## config.mk

```make
export PLATFORM = sky130hd
export DESIGN_NAME = sercom_regs
export DESIGN_NICKNAME = d
export VERILOG_FILES = /design/src/rtl/sercom_pkg.sv /design/src/rtl/sercom_ctrl.sv /design/src/rtl/sercom_irq.sv /design/src/rtl/sercom_hold.sv /design/src/rtl/sercom_regs.sv
export SDC_FILE = /design/constraint.sdc
export NUM_CORES = 1
export LEC_CHECK = 0
export ABC_AREA = 1
export BUFFER_PORTS_ARGS = -buffer_cell sky130_fd_sc_hd__buf_2
export CAP_MARGIN = 20
export CORE_MARGIN = 3
export CORE_UTILIZATION = 45
export DETAILED_ROUTE_END_ITERATION = 12
export GPL_ROUTABILITY_DRIVEN = 0
export HOLD_SLACK_MARGIN = 0.03
export PLACE_DENSITY = 0.72
export SLEW_MARGIN = 20
export SYNTH_ARGS = -nofsm -noshare
export SYNTH_HDL_FRONTEND = slang
export SYNTH_SLANG_ARGS = --single-unit
```

## constraint.sdc

```tcl
create_clock -name clk -period 1.15 [get_ports clk]
set_clock_uncertainty 0.05 [all_clocks]
set_input_delay 0 -clock clk [delete_from_list [all_inputs] [get_ports clk]]
set_output_delay 0 -clock clk [all_outputs]
set_load 0.01 [all_outputs]
```

## src/rtl/sercom_pkg.sv

```systemverilog
// Shared constants for the serial port register front end: word offsets,
// control command bit positions, status/interrupt bit positions and the
// set of interrupt bits that may be enabled.
package sercom_pkg;
    localparam int REG_W = 32;

    localparam logic [7:0] OFF_CTRL  = 8'h00;
    localparam logic [7:0] OFF_MODE  = 8'h04;
    localparam logic [7:0] OFF_IEN   = 8'h08;
    localparam logic [7:0] OFF_IDIS  = 8'h0C;
    localparam logic [7:0] OFF_IMASK = 8'h10;
    localparam logic [7:0] OFF_STAT  = 8'h14;
    localparam logic [7:0] OFF_RXH   = 8'h18;
    localparam logic [7:0] OFF_TXH   = 8'h1C;
    localparam logic [7:0] OFF_DIV   = 8'h20;

    localparam int CB_RXRST  = 2;
    localparam int CB_TXRST  = 3;
    localparam int CB_RXON   = 4;
    localparam int CB_RXOFF  = 5;
    localparam int CB_TXON   = 6;
    localparam int CB_TXOFF  = 7;
    localparam int CB_ERRCLR = 8;

    localparam int ST_RXRDY = 0;
    localparam int ST_TXRDY = 1;
    localparam int ST_OVR   = 5;
    localparam int ST_FRM   = 6;
    localparam int ST_PAR   = 7;
    localparam int ST_TXEMP = 9;

    localparam logic [REG_W-1:0] IRQ_BITS = 32'hC000_1AFB;
endpackage

```

## src/rtl/sercom_ctrl.sv

```systemverilog
// Control command decoder. Turns a control-word write into enable levels
// for the receive and transmit directions and one-cycle reset and
// error-clear pulses. Assumes ctrl_wr is a single-cycle strobe.
// Disable or reset wins over enable within one write.
module sercom_ctrl
    import sercom_pkg::*;
(
    input  logic             clk,
    input  logic             rst_n,
    input  logic             ctrl_wr,
    input  logic [REG_W-1:0] ctrl_bits,
    output logic             rx_en,
    output logic             tx_en,
    output logic             rx_rst,
    output logic             tx_rst,
    output logic             err_clr
);
    localparam int LANES = 2;

    logic [LANES-1:0] en_vec;
    logic [LANES-1:0] rst_vec;
    logic             unused_bits;

    generate
        for (genvar d = 0; d < LANES; d++) begin : g_lane
            localparam int ONB  = (d == 0) ? CB_RXON  : CB_TXON;
            localparam int OFFB = (d == 0) ? CB_RXOFF : CB_TXOFF;
            localparam int RSTB = (d == 0) ? CB_RXRST : CB_TXRST;

            logic en_r;

            // Enable level per direction, turning off has priority.
            always_ff @(posedge clk) begin
                if (!rst_n) begin
                    en_r <= 1'b0;
                end else if (ctrl_wr) begin
                    if (ctrl_bits[OFFB] || ctrl_bits[RSTB]) begin
                        en_r <= 1'b0;
                    end else if (ctrl_bits[ONB]) begin
                        en_r <= 1'b1;
                    end
                end
            end

            assign en_vec[d]  = en_r;
            assign rst_vec[d] = ctrl_wr & ctrl_bits[RSTB];


            off_wins_chk: assert property (@(posedge clk) disable iff (!rst_n)
                (ctrl_wr && ctrl_bits[OFFB]) |=> !en_r);

            on_cmd_chk: assert property (@(posedge clk) disable iff (!rst_n)
                (ctrl_wr && ctrl_bits[ONB] && !ctrl_bits[OFFB] && !ctrl_bits[RSTB]) |=> en_r);

            rst_off_chk: assert property (@(posedge clk) disable iff (!rst_n)
                (ctrl_wr && ctrl_bits[RSTB]) |=> !en_r);
        end
    endgenerate

    assign rx_en       = en_vec[0];
    assign tx_en       = en_vec[1];
    assign rx_rst      = rst_vec[0];
    assign tx_rst      = rst_vec[1];
    assign err_clr     = ctrl_wr & ctrl_bits[CB_ERRCLR];
    assign unused_bits = ^{ctrl_bits[REG_W-1:CB_ERRCLR+1], ctrl_bits[1:0]};
endmodule

```

## src/rtl/sercom_irq.sv

```systemverilog
// Interrupt mask and request. The mask changes only through a set port
// (limited to the assigned bits) and a clear port. The request is the
// level OR of status bits that are also masked in. Assumes the set and
// clear strobes are never active together, since they decode from
// different addresses.
module sercom_irq
    import sercom_pkg::*;
(
    input  logic             clk,
    input  logic             rst_n,
    input  logic             ien_wr,
    input  logic             idis_wr,
    input  logic [REG_W-1:0] wdata,
    input  logic [REG_W-1:0] status,
    output logic [REG_W-1:0] mask,
    output logic             irq
);
    // Mask update: set port OR-in, clear port AND-out.
    always_ff @(posedge clk) begin
        if (!rst_n) begin
            mask <= '0;
        end else if (ien_wr) begin
            mask <= mask | (wdata & IRQ_BITS);
        end else if (idis_wr) begin
            mask <= mask & ~wdata;
        end
    end

    // Level request from masked status.
    assign irq = |(status & mask);


    mask_clr_chk: assert property (@(posedge clk) disable iff (!rst_n)
        idis_wr |=> ((mask & $past(wdata)) == '0));

    mask_set_chk: assert property (@(posedge clk) disable iff (!rst_n)
        ien_wr |=> ((mask & $past(wdata) & IRQ_BITS) == ($past(wdata) & IRQ_BITS)));

    mask_hold_chk: assert property (@(posedge clk) disable iff (!rst_n)
        (!ien_wr && !idis_wr) |=> $stable(mask));

    irq_quiet_chk: assert property (@(posedge clk) disable iff (!rst_n)
        (mask == '0) |-> !irq);
endmodule

```

## src/rtl/sercom_hold.sv

```systemverilog
// Holding registers and status flags. Stores bytes from the channel while
// the receiver is enabled and flags overrun and framing/parity errors.
// Holds one byte for transmission until the channel takes it. Assumes
// rx_read and tx_write are single-cycle strobes. A new event that sets an
// error flag wins over a clear command in the same cycle.
module sercom_hold
    import sercom_pkg::*;
#(
    parameter int CHAR_W = 8
) (
    input  logic              clk,
    input  logic              rst_n,
    input  logic              rx_en,
    input  logic              tx_en,
    input  logic              rx_rst,
    input  logic              tx_rst,
    input  logic              err_clr,
    input  logic              rx_read,
    input  logic              tx_write,
    input  logic [CHAR_W-1:0] tx_wdata,
    input  logic              ch_rx_valid,
    input  logic [CHAR_W-1:0] ch_rx_data,
    input  logic              ch_rx_frame_err,
    input  logic              ch_rx_parity_err,
    input  logic              ch_tx_take,
    input  logic              ch_tx_idle,
    output logic [CHAR_W-1:0] rx_data,
    output logic [CHAR_W-1:0] tx_data,
    output logic              tx_valid,
    output logic [REG_W-1:0]  status
);
    logic rx_take;
    logic rx_rdy, ovr, frm, par, tx_pend;

    assign rx_take  = ch_rx_valid & rx_en;
    assign tx_valid = tx_pend & tx_en;

    // Receive byte capture.
    always_ff @(posedge clk) begin
        if (!rst_n)       rx_data <= '0;
        else if (rx_take) rx_data <= ch_rx_data;
    end

    // Receive ready: set by a new byte, cleared by read or receiver reset.
    always_ff @(posedge clk) begin
        if (!rst_n)                  rx_rdy <= 1'b0;
        else if (rx_take)            rx_rdy <= 1'b1;
        else if (rx_read || rx_rst)  rx_rdy <= 1'b0;
    end

    // Sticky error flags, cleared only by the clear command.
    always_ff @(posedge clk) begin
        if (!rst_n) begin
            ovr <= 1'b0;
            frm <= 1'b0;
            par <= 1'b0;
        end else begin
            if (rx_take && rx_rdy && !rx_read)   ovr <= 1'b1;
            else if (err_clr)                    ovr <= 1'b0;
            if (rx_take && ch_rx_frame_err)      frm <= 1'b1;
            else if (err_clr)                    frm <= 1'b0;
            if (rx_take && ch_rx_parity_err)     par <= 1'b1;
            else if (err_clr)                    par <= 1'b0;
        end
    end

    // Transmit holding byte.
    always_ff @(posedge clk) begin
        if (!rst_n)        tx_data <= '0;
        else if (tx_write) tx_data <= tx_wdata;
    end

    // Transmit pending: set by a write, cleared by channel take or reset.
    always_ff @(posedge clk) begin
        if (!rst_n)                                   tx_pend <= 1'b0;
        else if (tx_write)                            tx_pend <= 1'b1;
        else if (tx_rst || (ch_tx_take && tx_valid))  tx_pend <= 1'b0;
    end

    // Status word assembly.
    always_comb begin
        status           = '0;
        status[ST_RXRDY] = rx_rdy;
        status[ST_TXRDY] = !tx_pend;
        status[ST_OVR]   = ovr;
        status[ST_FRM]   = frm;
        status[ST_PAR]   = par;
        status[ST_TXEMP] = !tx_pend && ch_tx_idle;
    end


    overrun_chk: assert property (@(posedge clk) disable iff (!rst_n)
        (rx_take && rx_rdy && !rx_read) |=> ovr);

    rd_clear_chk: assert property (@(posedge clk) disable iff (!rst_n)
        (rx_read && !rx_take) |=> !rx_rdy);

    rx_ignore_chk: assert property (@(posedge clk) disable iff (!rst_n)
        (!rx_en) |=> $stable(rx_data));

    tx_busy_chk: assert property (@(posedge clk) disable iff (!rst_n)
        tx_write |=> !status[ST_TXRDY]);

    err_clr_chk: assert property (@(posedge clk) disable iff (!rst_n)
        (err_clr && !rx_take) |=> (!ovr && !frm && !par));
endmodule

```

## src/rtl/sercom_regs.sv

```systemverilog
// Serial port register front end, top level. Decodes word-aligned bus
// accesses (full address compare, so misaligned addresses hit nothing),
// holds mode and divisor, and returns read data combinationally in the
// cycle of the read strobe. A read of the receive holding register clears
// receive ready at the following clock edge.
module sercom_regs
    import sercom_pkg::*;
#(
    parameter int ADDR_W = 8,
    parameter int MODE_W = 16,
    parameter int DIV_W  = 16,
    parameter int CHAR_W = 8
) (
    input  logic              clk,
    input  logic              rst_n,
    input  logic              bus_wr,
    input  logic              bus_rd,
    input  logic [ADDR_W-1:0] bus_addr,
    input  logic [REG_W-1:0]  bus_wdata,
    output logic [REG_W-1:0]  bus_rdata,
    input  logic              ch_rx_valid,
    input  logic [CHAR_W-1:0] ch_rx_data,
    input  logic              ch_rx_frame_err,
    input  logic              ch_rx_parity_err,
    input  logic              ch_tx_take,
    input  logic              ch_tx_idle,
    output logic [CHAR_W-1:0] ch_tx_data,
    output logic              ch_tx_valid,
    output logic              rx_enable,
    output logic              tx_enable,
    output logic              rx_reset,
    output logic              tx_reset,
    output logic [MODE_W-1:0] mode_out,
    output logic [DIV_W-1:0]  div_out,
    output logic              irq
);
    localparam logic [ADDR_W-1:0] A_CTRL  = ADDR_W'(OFF_CTRL);
    localparam logic [ADDR_W-1:0] A_MODE  = ADDR_W'(OFF_MODE);
    localparam logic [ADDR_W-1:0] A_IEN   = ADDR_W'(OFF_IEN);
    localparam logic [ADDR_W-1:0] A_IDIS  = ADDR_W'(OFF_IDIS);
    localparam logic [ADDR_W-1:0] A_IMASK = ADDR_W'(OFF_IMASK);
    localparam logic [ADDR_W-1:0] A_STAT  = ADDR_W'(OFF_STAT);
    localparam logic [ADDR_W-1:0] A_RXH   = ADDR_W'(OFF_RXH);
    localparam logic [ADDR_W-1:0] A_TXH   = ADDR_W'(OFF_TXH);
    localparam logic [ADDR_W-1:0] A_DIV   = ADDR_W'(OFF_DIV);

    logic             ctrl_wr, ien_wr, idis_wr, tx_write, rx_read;
    logic             err_clr;
    logic [REG_W-1:0] status, mask;
    logic [CHAR_W-1:0] rx_data;

    // Write and read strobe decode.
    assign ctrl_wr  = bus_wr && (bus_addr == A_CTRL);
    assign ien_wr   = bus_wr && (bus_addr == A_IEN);
    assign idis_wr  = bus_wr && (bus_addr == A_IDIS);
    assign tx_write = bus_wr && (bus_addr == A_TXH);
    assign rx_read  = bus_rd && (bus_addr == A_RXH);

    // Mode and divisor storage.
    always_ff @(posedge clk) begin
        if (!rst_n) begin
            mode_out <= '0;
            div_out  <= '0;
        end else if (bus_wr) begin
            if (bus_addr == A_MODE) mode_out <= bus_wdata[MODE_W-1:0];
            if (bus_addr == A_DIV)  div_out  <= bus_wdata[DIV_W-1:0];
        end
    end

    sercom_ctrl u_ctrl (
        .clk       (clk),
        .rst_n     (rst_n),
        .ctrl_wr   (ctrl_wr),
        .ctrl_bits (bus_wdata),
        .rx_en     (rx_enable),
        .tx_en     (tx_enable),
        .rx_rst    (rx_reset),
        .tx_rst    (tx_reset),
        .err_clr   (err_clr)
    );

    sercom_hold #(.CHAR_W(CHAR_W)) u_hold (
        .clk              (clk),
        .rst_n            (rst_n),
        .rx_en            (rx_enable),
        .tx_en            (tx_enable),
        .rx_rst           (rx_reset),
        .tx_rst           (tx_reset),
        .err_clr          (err_clr),
        .rx_read          (rx_read),
        .tx_write         (tx_write),
        .tx_wdata         (bus_wdata[CHAR_W-1:0]),
        .ch_rx_valid      (ch_rx_valid),
        .ch_rx_data       (ch_rx_data),
        .ch_rx_frame_err  (ch_rx_frame_err),
        .ch_rx_parity_err (ch_rx_parity_err),
        .ch_tx_take       (ch_tx_take),
        .ch_tx_idle       (ch_tx_idle),
        .rx_data          (rx_data),
        .tx_data          (ch_tx_data),
        .tx_valid         (ch_tx_valid),
        .status           (status)
    );

    sercom_irq u_irq (
        .clk     (clk),
        .rst_n   (rst_n),
        .ien_wr  (ien_wr),
        .idis_wr (idis_wr),
        .wdata   (bus_wdata),
        .status  (status),
        .mask    (mask),
        .irq     (irq)
    );

    // Read data multiplexer, zero for unmapped or write-only words.
    always_comb begin
        bus_rdata = '0;
        if (bus_rd) begin
            case (bus_addr)
                A_MODE:  bus_rdata = REG_W'(mode_out);
                A_IMASK: bus_rdata = mask;
                A_STAT:  bus_rdata = status;
                A_RXH:   bus_rdata = REG_W'(rx_data);
                A_DIV:   bus_rdata = REG_W'(div_out);
                default: bus_rdata = '0;
            endcase
        end
    end


    rx_pulse_chk: assert property (@(posedge clk) disable iff (!rst_n)
        rx_reset |=> !rx_reset);

    tx_offer_chk: assert property (@(posedge clk) disable iff (!rst_n)
        ch_tx_valid |-> tx_enable);
endmodule

```

=== After elaboration in Yosys (flattened, before gate mapping) ===
Cells that the tools add are included.

* Register bits after elaboration: 87
* Bits in latches: 0
* Bits in writable memories: 0
* ROM bits: 0
* Bits of input ports: 57
* Output and inout port bits: 78
* Word-level logic and storage cells: 76
* Memories kept: 0

* $add $sub $neg: 0
* Multiply operators: 0
* Divide/modulo/power cells: 0
* Order comparisons: 0
* Equal/unequal tests: 8
* Shift operators: 0
* Mux-type cells: 16
* Bitwise gates (word level): 9
* Reductions and logical operators: 31

{| class="wikitable"
|+ Operator list
! cell !! number
|-
| one-hot mux 32 bit (5 select lines) || 1
|-
| 2-to-1 mux 32 bit || 3
|-
| bitwise AND 10 x 32 -> 32 bit || 1
|-
| bitwise AND 32 bit || 1
|-
| == test 8 x 5 -> 1 bit (second input constant) || 4
|-
| inverter 32 bit || 1
|-
| OR 32 bit || 1
|-
| OR reduction 32 bit || 1
|-
| == test 8 x 4 -> 1 bit (second input constant) || 2
|-
| nonzero test 2 bit || 8
|-
| 2-to-1 mux 1 bit || 12
|-
| logical AND 1 bit || 11
|-
| == test 8 x 3 -> 1 bit (second input constant) || 1
|-
| == test 8 x 6 -> 1 bit (second input constant) || 1
|-
| zero test 8 bit || 1
|-
| AND reduction 2 bit || 4
|-
| bitwise AND 1 bit || 5
|-
| logical OR 1 bit || 4
|-
| zero test 1 bit || 2
|}

=== Depth between registers and ports, before layout ===
* Depth after elaboration: 6
* Gate-level depth with buffers: 9
* Gate-level depth less buffers: 8

=== Modules after synthesis ===
Synthesis repeated with hierarchy kept, for this count alone.

* Cells, all modules: 711
* Area total of the unflattened synthesis: 4,790.8 um2

{| class="wikitable"
|+ Modules (own cells, without submodules)
! module !! times used !! cells each !! area an instance (um2) !! sequential area each (um2)
|-
| sercom_regs || 1 || 376 || 2,237.1 || 640.6
|-
| sercom_irq || 1 || 189 || 1,411.4 || 640.6
|-
| sercom_hold || 1 || 130 || 1,044.8 || 420.4
|-
| sercom_ctrl || 1 || 16 || 97.6 || 40.0
|}

=== Least setup slack after synthesis ===
No wires, ideal clock.

* Path type: flip-flop to flip-flop
* From: register u_ctrl.g_lane[0].en_r, in the netlist u_ctrl.rx_en
* To: register u_hold.frm
* Data arrival time: 1.078 ns
* Path slack: -0.048 ns
* Cell stages (with the launch flop): 6
* Path buffers: 1
* Path through: dfxtp_1 > nand2_1 > inv_1 > clkbuf_1 > nand2_1 > a21oi_1

* Cells in the longest elaborated chain, start to end: 3

{| class="wikitable"
|+ Ends and longest elaborated chain
! item !! line !! text
|-
| from (decl) || sercom_ctrl.sv:30 || <nowiki>logic en_r;</nowiki>
|-
| from (signal assigned) || sercom_ctrl.sv:35 || <nowiki>en_r <= 1'b0;</nowiki>
|-
| from (signal assigned) || sercom_ctrl.sv:38 || <nowiki>en_r <= 1'b0;</nowiki>
|-
| from (signal assigned) || sercom_ctrl.sv:40 || <nowiki>en_r <= 1'b1;</nowiki>
|-
| bitwise AND 1 bit (*) || sercom_hold.sv:35 || <nowiki>assign rx_take = ch_rx_valid & rx_en;</nowiki>
|-
| logical AND 1 bit (*) || sercom_hold.sv:60 || <nowiki>if (rx_take && ch_rx_frame_err) frm <= 1'b1;</nowiki>
|-
| 2-to-1 mux 1 bit or nonzero test 2 bit (tied branches) || - ||
|-
| to (signal assigned) || sercom_hold.sv:55 || <nowiki>frm <= 1'b0;</nowiki>
|-
| to (signal assigned) || sercom_hold.sv:60 ||
|-
| to (signal assigned) || sercom_hold.sv:61 || <nowiki>else if (err_clr) frm <= 1'b0;</nowiki>
|-
| to (decl) || sercom_hold.sv:33 || <nowiki>logic rx_rdy, ovr, frm, par, tx_pend;</nowiki>
|}

Every way passes the cells marked *; elsewhere a longest branch is shown, timed or not.
A chain may end at the register's enable or synchronous reset.

==> impl_metrics.py <==
metrics = {
    "status": {
        "outcome": "finished, violations left",
        "violations": "negative setup slack",
    },
    "detailed_routing": {
        "drt-initial-drc-count": 274,
        "drtAntennaViolNets": 0,
        "route.vias.total": 4764,
        "wl_per_cell_um": 15.7,
        "dr.pass1.iters": 6,
        "vias_per_cell": 5.26,
        "routed_wl_mm": 14.2,
        "drc": 0,
    },
    "yosys": {
        "synth_top_cell_area_share_pct": 43.6,
        "synth_area_per_cell_um2": 6.84,
        "yosysMostFrequentCell": "nor2_1",
        "synthTopCellsByCount": "nor2_1, nand2_1, dfxtp_1, o21ai_0, nand3_1",
        "synth_top_cell_by_area": "dfxtp_1",
        "synth_nets": 641,
        "synth_ff_type": "dfxtp_1",
        "synth_area_um2": 4000,
        "yosysSeqAreaShare_pct": 43.6,
        "synthCells": 584,
        "yosysWarnings": 0,
        "synth-async-reset-ratio_pct": 0,
        "synth-seq-cells": 87,
        "synth_edf_count": 0,
        "ys_types": 24,
        "netlist_top_cells_area": "dfxtp_1, nor2_1, nand2_1, o21ai_0, nand3_1",
    },
    "layout": {
        "antennaDiodeCount": 0,
        "syn2layout_area_growth_pct": 52.3,
        "fin_cells": 905,
        "finalNetCount": 852,
        "fin_util_pct": 72.3,
        "drive_gt1_share_pct": 41.4,
    },
    "worst_hold_path": {
        "worstHoldStart": "bus_wr",
        "holdPathStages": 3,
        "hp-class": "in -> reg",
        "hold-path-endpoint": "u_hold.tx_pend$_SDFFE_PN0P_",
    },
    "worst_setup_path": {
        "reg2reg_depth": 4,
        "endpoint_kind": "primary output",
        "required_ps": 1100,
        "reg2reg_from": "u_ctrl.rx_en$_SDFFE_PN0P_",
        "path_max_fanout": 2,
        "worstPathArrival_ps": 1340,
        "r2r_end": "u_hold.rx_data[4]$_SDFFE_PN0P_",
        "criticalPathCategory": "reg -> out",
        "regToRegSetupSlack_ps": 10,
        "start_kind": "flop",
    },
    "floorplan": {
        "start_util_pct": 47.4,
        "die_h_um": 100,
        "io_pins": 135,
        "dieWidth_um": 100,
        "die_area_um2": 10000,
        "placementRows": 33,
        "core_area_um2": 8420,
    },
    "clocking": {
        "tritoncts": "built",
        "cts.clk_slew.worst_paths_ps": 90,
        "h-tree-depth": 3,
        "cts.sinks": 87,
        "numCtsBuffers": 9,
        "cts-root-buf": "clkbuf_8",
        "cts_buffer_depth": 2,
        "insertion_delay_ps": 360,
    },
    "place": {
        "placed_cells_incl_taps": 819,
        "dp_hpwl_mm": 9.00,
        "io_buffer_count": 134,
    },
    "global_route": {
        "grt_use_total_pct": 26.5,
        "antenna_found_initial": 0,
        "grt_max_degree": 84,
        "grt_pass1_wl_mm": 21.4,
        "gr-total-overflow": 0,
        "grt_pass1_vias": 4521,
    },
    "sta": {
        "drv_slew": 0,
        "setup_viol": 17,
        "worst_slack_ps": -242,
        "relSlewSlack_pct": 77.7,
        "hold_viol_final": 0,
        "max_freq_mhz": 719,
        "finalWorstPathRequiredPeriod_ps": 1390,
        "rsz0062_at_grt": "true",
        "worstMarginPinSlew_ps": 335,
        "fin_crit_sh_pct": 121,
    },
    "pwr": {
        "p_int_uw": 4350,
        "p_total_uw": 5790,
        "power_frac_clock_pct": 38.1,
        "vdd_ir_drop_max_mv": 0.732,
        "seq_power_share_pct": 52.0,
        "switching_share_pct": 24.9,
        "netSwitchingPower_uw": 1440,
        "power_frac_comb_pct": 9.9,
        "leakagePower_uw": 0.00280,
        "p_per_area_nw_per_um2": 951,
    },
    "flow_run": {
        "max_cap_violations": 0,
    },
}
worst max-delay path: stages (launching register included):
cell and delay, ps:
dfxtp_2 330, inv_2 90, o21ai_2 60, a221oi_2 180
nand3_1 150, buf_2 170
area by class of cell:
cell class	count	area, um^2
Clock buffer	10	138
Clock inverter	6	67.6
Fill cell	658	2340
Inverter	42	173
Multi-Input combinational cell	422	2150
Sequential cell	87	1800
Tap cell	105	131
Timing Repair Buffer	232	1620
Timing Repair inverter	1	5.00
cell families after synthesis:
logic type,share of synthesized area [%]
simple gates,31.7
compound gates,16.3
flops,43.6
buf+inv,8.42
power groups by stage:
stage | combinational [uW] | sequential (uW) | clock, uW
after floorplan | 176 | 3090 | 0
after global placement | 382 | 3090 | 0
after CTS | 530 | 3020 | 2220
after global routing | 620 | 3010 | 2340
after detailed placement | 389 | 3090 | 0
final | 574 | 3010 | 2200
stage by stage:
step                setup TNS, ps  instance area (um^2)  hold WS (ps)  setup slack, ps
global route                -2740                  6090          88.0             -262
floorplan                       0                  4000          53.4             58.5
CTS                         -1240                  5830          51.7             -223
global placement            -4530                  4860           145             -110
detailed placement          -7170                  4860           144             -170
finish                      -1320                  6090          67.0             -242
repair_timing:
item | in CTS | in global routing
gates resized for setup | 90 | 62
endpoints found under the setup margin | 33 | 41
pin swaps | 36 | 17
hold endpoints to repair | 87 | 0
gates cloned | 3 | 3
buffers inserted | 17 | 5
hold buffers | 44 | 0
per-layer routing:
layer / vias up / wire [um] / global-route usage [%]
met5: - / 0 / 0
met4: 0 / 354 / 9.95
met3: 36 / 1260 / 5.42
met2: 229 / 6800 / 44.9
met1: 2175 / 5780 / 33.1
li1: 2324 / - / -
cells in the final DEF, fill, tap and decap left out, types with 8 or more instances in the layout:
master         count
a21oi_1           32
a31oi_1           20
buf_2            131
buf_4             42
buf_6              9
clkbuf_8          10
dfxtp_1           43
dfxtp_2           41
dlygate4sd3_1     44
inv_1             17
inv_2             19
nand2_1           99
nand2_2            9
nand3_1           34
nand3_2           18
nor2_1           117
nor2_2            10
nor2_4             8
o21ai_0           52
how the worst max path moves through the flow:
stage / endpoint / slack [ps] / from
after floorplan: u_hold.frm$_SDFFE_PN0P_ / 60 / u_ctrl.rx_en$_SDFFE_PN0P_
after global placement: flop / -110 / bus_addr[7]
after detailed placement: u_hold.tx_data[4]$_SDFFE_PN0P_ / -170 / bus_addr[1]
after CTS: irq / -220 / flop
after global routing: irq / -260 / flop
final: irq / -240 / flop
Note: power is estimated with default switching activity, not from simulation.
